**src/rtl/phref_pkg.sv**
```systemverilog
// Package: shared defaults for the phase-shifted reference generator.
// Assumes nothing; holds only the default counter width and channel count.
package phref_pkg;
    localparam int unsigned PHREF_K_DEFAULT  = 4;  // count width, phase step 360/2^K
    localparam int unsigned PHREF_CH_DEFAULT = 4;  // number of delayed channels
endpackage

```
**src/rtl/phref_timebase.sv**
```systemverilog
// Module: phref_timebase
// Shared time base. A K-bit count steps by one every clock and wraps
// naturally. It flags the wrap cycle and drives the registered, undelayed
// reference square wave (high during the first half of the count).
// Assumes K >= 2.
module phref_timebase #(
    parameter int unsigned K = 4
) (
    input  logic         clk,
    input  logic         rst_n,
    output logic [K-1:0] cnt_o,
    output logic         wrap_o,
    output logic         ref_o
);
    localparam logic [K-1:0] CNT_TOP = '1;
    localparam logic [K-1:0] HALF    = K'(1) << (K - 1);

    logic [K-1:0] cnt_q;
    logic         ref_q;
    logic         armed_q;

    // Free-running count with a fixed step of one.
    always_ff @(posedge clk) begin
        if (!rst_n) cnt_q <= '0;
        else        cnt_q <= cnt_q + 1'b1;
    end

    // Registered reference: high while the count is in its first half.
    always_ff @(posedge clk) begin
        if (!rst_n) ref_q <= 1'b0;
        else        ref_q <= (cnt_q < HALF);
    end

    // Marks that at least one edge has run out of reset (checks only).
    always_ff @(posedge clk) begin
        if (!rst_n) armed_q <= 1'b0;
        else        armed_q <= 1'b1;
    end

    assign cnt_o  = cnt_q;
    assign wrap_o = (cnt_q == CNT_TOP);
    assign ref_o  = ref_q;

    // the count advances by exactly one each clock
    a_r2_count_step: assert property (@(posedge clk) disable iff (!rst_n)
        armed_q |-> (cnt_q == K'($past(cnt_q) + 1'b1)));

    // the reference rises only after the count has been zero
    a_r2_ref_rise: assert property (@(posedge clk) disable iff (!rst_n)
        (armed_q && $rose(ref_q)) |-> ($past(cnt_q) == '0));
endmodule

```
**src/rtl/phref_channel.sv**
```systemverilog
// Module: phref_channel
// One delayed output. It holds a loaded word and applies it at the count
// wrap, then drives a registered square wave that is high while
// (count - word) mod 2^K lies in the first half of the range.
// Assumes cnt_i and wrap_i come from the shared time base.
module phref_channel #(
    parameter int unsigned K = 4
) (
    input  logic         clk,
    input  logic         rst_n,
    input  logic [K-1:0] cnt_i,
    input  logic         wrap_i,
    input  logic         load_i,
    input  logic [K-1:0] word_i,
    output logic         out_o
);
    localparam logic [K-1:0] HALF = K'(1) << (K - 1);

    logic [K-1:0] held_q;
    logic [K-1:0] word_q;
    logic [K-1:0] diff;
    logic         out_q;
    logic         armed_q;

    assign diff = cnt_i - word_q;

    // Holding register: the last strobed word wins.
    always_ff @(posedge clk) begin
        if (!rst_n)      held_q <= '0;
        else if (load_i) held_q <= word_i;
    end

    // Applied word: updated only at the wrap; a load on that edge goes straight in.
    always_ff @(posedge clk) begin
        if (!rst_n)      word_q <= '0;
        else if (wrap_i) word_q <= load_i ? word_i : held_q;
    end

    // Registered comparator output.
    always_ff @(posedge clk) begin
        if (!rst_n) out_q <= 1'b0;
        else        out_q <= (diff < HALF);
    end

    // Marks that at least one edge has run out of reset (checks only).
    always_ff @(posedge clk) begin
        if (!rst_n) armed_q <= 1'b0;
        else        armed_q <= 1'b1;
    end

    assign out_o = out_q;

    // the applied word is steady except across a wrap edge
    a_r5_hold_until_wrap: assert property (@(posedge clk) disable iff (!rst_n)
        (armed_q && !$past(wrap_i)) |-> $stable(word_q));

    // a load on the wrap edge is applied at once
    a_r6_load_on_wrap: assert property (@(posedge clk) disable iff (!rst_n)
        (armed_q && $past(wrap_i) && $past(load_i)) |-> (word_q == $past(word_i)));

    // a rising edge comes at the count equal to the word, or at a wrap-time switch
    a_r4_rise_at_word: assert property (@(posedge clk) disable iff (!rst_n)
        (armed_q && $rose(out_q)) |->
            (($past(cnt_i) == $past(word_q)) || ($past(cnt_i) == '0)));
endmodule

```
**src/rtl/phref_gen.sv**
```systemverilog
// Module: phref_gen (top)
// Multichannel phase-shifted reference generator: one shared time base
// feeds NCH channel comparators. Channel c takes phase_words[c*K +: K].
// Assumes K >= 2 and NCH >= 1.
module phref_gen
    import phref_pkg::*;
#(
    parameter int unsigned K   = PHREF_K_DEFAULT,
    parameter int unsigned NCH = PHREF_CH_DEFAULT
) (
    input  logic             clk,
    input  logic             rst_n,
    input  logic             word_load,
    input  logic [NCH*K-1:0] phase_words,
    output logic             ref_out,
    output logic [NCH-1:0]   chan_out
);
    logic [K-1:0] cnt;
    logic         wrap;

    // Shared count, wrap flag and undelayed reference.
    phref_timebase #(.K(K)) u_tb (
        .clk    (clk),
        .rst_n  (rst_n),
        .cnt_o  (cnt),
        .wrap_o (wrap),
        .ref_o  (ref_out)
    );

    // One comparator channel per delayed output.
    for (genvar c = 0; c < NCH; c++) begin : g_ch
        phref_channel #(.K(K)) u_ch (
            .clk    (clk),
            .rst_n  (rst_n),
            .cnt_i  (cnt),
            .wrap_i (wrap),
            .load_i (word_load),
            .word_i (phase_words[c*K +: K]),
            .out_o  (chan_out[c])
        );
    end
endmodule

```
**config.mk**
```make
export PLATFORM = sky130hd
export DESIGN_NAME = phref_gen
export DESIGN_NICKNAME = d
export VERILOG_FILES = /design/src/rtl/phref_pkg.sv /design/src/rtl/phref_timebase.sv /design/src/rtl/phref_channel.sv /design/src/rtl/phref_gen.sv
export SDC_FILE = /design/constraint.sdc
export NUM_CORES = 1
export LEC_CHECK = 0
export BUFFER_PORTS_ARGS = -buffer_cell sky130_fd_sc_hd__buf_2
export CORE_MARGIN = 3
export CORE_UTILIZATION = 56
export CTS_BUF_LIST = sky130_fd_sc_hd__clkbuf_16
export DETAILED_ROUTE_END_ITERATION = 8
export PLACE_DENSITY = 0.79
export SYNTH_ARGS = -nofsm -noshare
export SYNTH_HDL_FRONTEND = slang
export SYNTH_SLANG_ARGS = --single-unit
```
**constraint.sdc**
```tcl
create_clock -name clk -period 1.7 [get_ports clk]
set_clock_uncertainty 0.05 [all_clocks]
set_input_delay 0.17 -clock clk [delete_from_list [all_inputs] [get_ports clk]]
set_output_delay 0.17 -clock clk [all_outputs]
set_load 0.01 [all_outputs]
```
# Word level (Yosys, flattened, before mapping)
# Cells that the tools add are included.
classes:
  addsub: 5
  order_cmp: 5
  eq_ne: 1
  n_mux: 4
ops:
  columns: ["cell", "n"]
  rows:
  - ["$lt A4 B4 Y1 const B", 5]
  - ["$mux W4", 4]
  - ["$sub A4 B4 Y4", 4]
  - ["$add A4 B1 Y4 const B", 1]
  - ["$eq A4 B4 Y1 const B", 1]
word_totals:
  reg_bits: 41
  input_bits: 19
  word_cells: 29

# Logic depth before layout (Yosys ltp)
depth:
  word_depth: 2
  ltp_mapped: 6

# Hierarchy
# From an unflattened synthesis, not the netlist that was laid out.
hier_totals:
  hier_cells: 175
  area_unflattened_um2: 1790.5
modules_own_cells:
  columns: ["module", "n_inst", "cells_each", "area_per_inst_um2"]
  rows:
  - ["phref_channel", 4, 40, 402.9]
  - ["phref_timebase", 1, 15, 178.9]

# Worst setup path before layout
# No wires, ideal clock.
synth_path:
  path_kind: "register to register"
  startpoint: "reg u_tb.cnt_q[0], in the netlist u_tb.cnt_o[0]"
  endpoint: "reg g_ch[0].u_ch.word_q[3]"
  setup_ns: 0.116
  t_arrival_ns: 1.167
  required_ns: 1.534
  setup_slack_ns: 0.367
  stages_incl_launch_ff: 6
  path_buffers: 2
  period_less_slack_ns: 1.333
  cell_sequence: "dfxtp_1 -> ha_1 -> and3_4 -> buf_6 -> buf_8 -> o211a_1"
synth_via:
  elab_chain_cells: 1
synth_lines:
  columns: ["item", "line", "rtl"]
  rows:
  - ["start, declared", "phref_timebase.sv:18", "logic [K-1:0] cnt_q;"]
  - ["start signal, assigned", "phref_timebase.sv:25", "else cnt_q <= cnt_q + 1'b1;"]
  - ["$eq A4 B4 Y1", "phref_timebase.sv:41", "assign wrap_o = (cnt_q == CNT_TOP);"]
  - ["end signal, assigned", "phref_channel.sv:36", "else if (wrap_i) word_q <= load_i ? word_i : held_q;"]
  - ["end, declared", "phref_channel.sv:20", "logic [K-1:0] word_q;"]
# Every way passes these cells.
# A chain may end at the register's enable or synchronous reset.

# Worst setup path in the final report
layout_path:
  startpoint: "reg u_tb.cnt_q[1], in the netlist u_tb.cnt_o[1]"
  endpoint: "reg g_ch[3].u_ch.word_q[0]"
layout_via:
  elab_chain_cells: 1
layout_lines:
  columns: ["item", "line"]
  rows:
  - ["$eq A4 B4 Y1", "phref_timebase.sv:41"]
  - ["end signal, assigned", "phref_channel.sv:36"]
  - ["end, declared", "phref_channel.sv:20"]
# Every way passes these cells.

==> results.json <==
{
  "hold_slack_ns": 0.131,
  "place_worst_setup_slack_ns": 0.233,
  "synth_cell_types": 21,
  "cts_max_level": 2,
  "post_synth_inst_count": 179,
  "clock_insertion_delay_worst_skew_ns": 0.27,
  "post-route-drc-count": 0,
  "power_per_cell_area_nw_per_um2": 1010,
  "max-clock-path-buffers": 2,
  "power.share.sequential_pct": 49.7,
  "crit_path_max_fanout": 32,
  "drtIter0Drc": 44,
  "post-cts-setup-buffer-count": 0,
  "worst_setup_hold_path_clk_slew_ns": 0.05,
  "async_flop_share_pct": 0,
  "worstSetupStartpointType": "flop",
  "outcome": "completed",
  "place_hpwl_um": 2040,
  "chipHeight_um": 63.4,
  "max_freq_mhz": 683,
  "synth_top_area_share_pct": 44.4,
  "timing.critical_path.required_ns": 1.81,
  "antenna_found_initial": 0,
  "timing_worst_setup_path_type": "reg -> reg",
  "report.final.setup_viol": 0,
  "cp_data_arrival_time_ns": 1.58,
  "final.period_utilization_pct": 86.2,
  "postCtsResizedCells": 0,
  "setup_tns_ns": 0,
  "pin_count_of_the_biggest_net_entering_global_routing": 46,
  "finalHoldViolCount": 0,
  "max_cap_violations": 0,
  "mappedNetlistArea_um2": 1850,
  "first_pass_grt_wire_length_um": 5180,
  "tritoncts_num_sinks": 41,
  "std_cell_rows": 20,
  "total_of_warnings_raised_by_yosys": 0,
  "cellInternalPower_w": 0.00162,
  "yosysSeqAreaShare_pct": 44.4,
  "synth_top_cells_by_count": "sky130_fd_sc_hd__dfxtp_1 (41), sky130_fd_sc_hd__nand2_1 (24), sky130_fd_sc_hd__nor2b_1 (21)",
  "p_switching_w": 0.000437,
  "max_slew_margin_pct": 57.5,
  "post-synth-top-count-cell": "sky130_fd_sc_hd__dfxtp_1",
  "flow.area_growth_from_synthesis_pct": 9.55,
  "cts_root_buffer": "sky130_fd_sc_hd__clkbuf_16",
  "post_drt_via_cell_ratio": 5.05,
  "grt_pass1_vias": 1203,
  "rsz0062_at_grt": "no",
  "tritoncts": "yes",
  "end_kind": "flop",
  "post_route_cells_drive_above_1_share_pct": 16.4,
  "synth_edf_count": 0,
  "power.share.combinational_pct": 9.0,
  "die_w_um": 63.4,
  "gp_routability_congestion": 0.729,
  "tritoncts.num_buffers": 5,
  "design.portCount": 24,
  "routed_wire_length_per_instance_um": 12.3,
  "synth_fp_nets": 207,
  "floorplan.core_area_um2": 3100,
  "design.die.area_um2": 4030,
  "placement.io_buffers": 23,
  "post_synth_main_area_contributors": "sky130_fd_sc_hd__dfxtp_1 (44%), sky130_fd_sc_hd__mux2i_1 (11%), sky130_fd_sc_hd__o211a_1 (8.7%), sky130_fd_sc_hd__nor2b_1 (7.1%), sky130_fd_sc_hd__ha_1 (6.1%)",
  "yosysTopAreaCell": "sky130_fd_sc_hd__dfxtp_1",
  "worstMarginPinSlew_ns": 0.638,
  "syn_avg_cell_area_um2": 10.3,
  "antenna-diode-count": 0,
  "total_wirelength_of_the_detailed_routed_design_um": 2950,
  "drtAntennaViolNets": 0,
  "filler_cell_count": 264,
  "dr_total_vias": 1208,
  "postSynth.topFlopCell": "sky130_fd_sc_hd__dfxtp_1",
  "nNetsFinal": 223,
  "synth_seq_cells": 41,
  "static-leakage-power_nw": 1.11,
  "sw_frac_of_total_pct": 21.3,
  "globalRoute.totalOverflow": 0,
  "detail_route.first_pass.iterations": 4,
  "highest_ir_drop_seen_on_vdd_mv": 0.691,
  "cts_hold_buf": 0,
  "initial_core_util_pct": 59.6,
  "groute.usage.overall_pct": 16.7,
  "post-route-min-period_ns": 1.46,
  "layout_setup_ws_ns": 0.235,
  "holdCritPathClass": "in -> reg",
  "pwr-share-clk_pct": 41.3,
  "layout.core_utilization_pct": 65.2,
  "slew_viol_final": 0
}
-- cell type report --
cell class                      count  area, um2  area share, %
Tap cell                           44       55.1           2.72
Clock buffer                        5        125           6.18
Sequential cell                    41        821           40.5
Clock inverter                      2       7.51          0.371
Inverter                            8       30.0           1.48
Timing Repair Buffer               25        130           6.43
Multi-Input combinational cell    114        856           42.3
-- logic make-up (layout without fill, tap and decap cells) --
group,after synthesis,count (layout),synth area share (%)
AOI/OAI and AO/OA,24,24,10.8
xor gates and xnor gates,6,6,2.84
adders and majority gates,9,9,6.09
buffers and inverters,24,40,9.28
DFF,41,41,44.4
muxes,20,20,10.8
and+or+nand+nor,55,55,15.7
-- critical path: stages, from the launching register on --
cell	delay, ns
sky130_fd_sc_hd__dfxtp_1	0.43
sky130_fd_sc_hd__ha_1	0.22
sky130_fd_sc_hd__and3_4	0.40
sky130_fd_sc_hd__nand2_1	0.10
sky130_fd_sc_hd__o211a_1	0.14
-- power by group through the flow --
stage / logic, W / clock network, W / registers [W]
finish: 0.000185 / 0.000849 / 0.00102
global route: 0.000208 / 0.000919 / 0.00102
CTS: 0.000187 / 0.000871 / 0.00102
detailed placement: 0.000187 / 0 / 0.00104
global placement: 0.000179 / 0 / 0.00104
floorplan: 0.000147 / 0 / 0.00104
-- metrics by stage --
stage / total power (W) / instances / cell area, um2
2_1_floorplan: 0.00119 / 179 / 1850
3_3_place_gp: 0.00122 / 232 / 1890
3_5_place_dp: 0.00123 / 232 / 1890
4_1_cts: 0.00208 / 239 / 2020
5_1_grt: 0.00215 / 239 / 2020
6_report: 0.00205 / 239 / 2020
-- final timing paths --
| path | start | end | slack, ns | cells after the start |
|---|---|---|---|---|
| worst min register to register | g_ch[3].u_ch.word_q[2]$_SDFFE_PN0N_ | g_ch[3].u_ch.word_q[2]$_SDFFE_PN0N_ | 0.45 | 1 |
| worst min-delay path | phase_words[14] | g_ch[3].u_ch.held_q[2]$_SDFF_PN0_ | 0.13 | 3 |
| worst max-delay path | u_tb.cnt_o[1]$_SDFF_PN0_ | g_ch[3].u_ch.word_q[0]$_SDFFE_PN0N_ | 0.24 | 4 |
| worst max register to register | u_tb.cnt_o[1]$_SDFF_PN0_ | g_ch[3].u_ch.word_q[0]$_SDFFE_PN0N_ | 0.24 | 4 |
-- flip-flops by register name, summed over array words and instances, names as in the netlist --
signal	flops
g_ch.u_ch.held_q	16
g_ch.u_ch.word_q	16
g_ch.u_ch.out_o	4
u_tb.cnt_o	4
u_tb.ref_o	1
-- cell usage in the layout, fill, tap and decap left out, drive strengths merged --
cell type  Yosys  layout
xor2           5       5
nor2b         21      21
xnor2          1       1
and3           1       1
clkinv         0       1
o21ai          4       4
dfxtp         41      41
and2b          1       1
o211a         16      16
ha             9       9
buf           13      25
a21oi          4       4
clkbuf         3       5
nand2b         4       4
and2           3       3
inv            8       9
nand3          1       1
mux2i         20      20
nand2         24      24
-- metal layers --
layer  wire (um)  global-route usage (%)
met3         129                    5.70
met1        1340                    18.4
met2        1410                    28.3
met5           0                       0
met4          72                    8.36
Note: power is estimated with default switching activity, not from simulation.
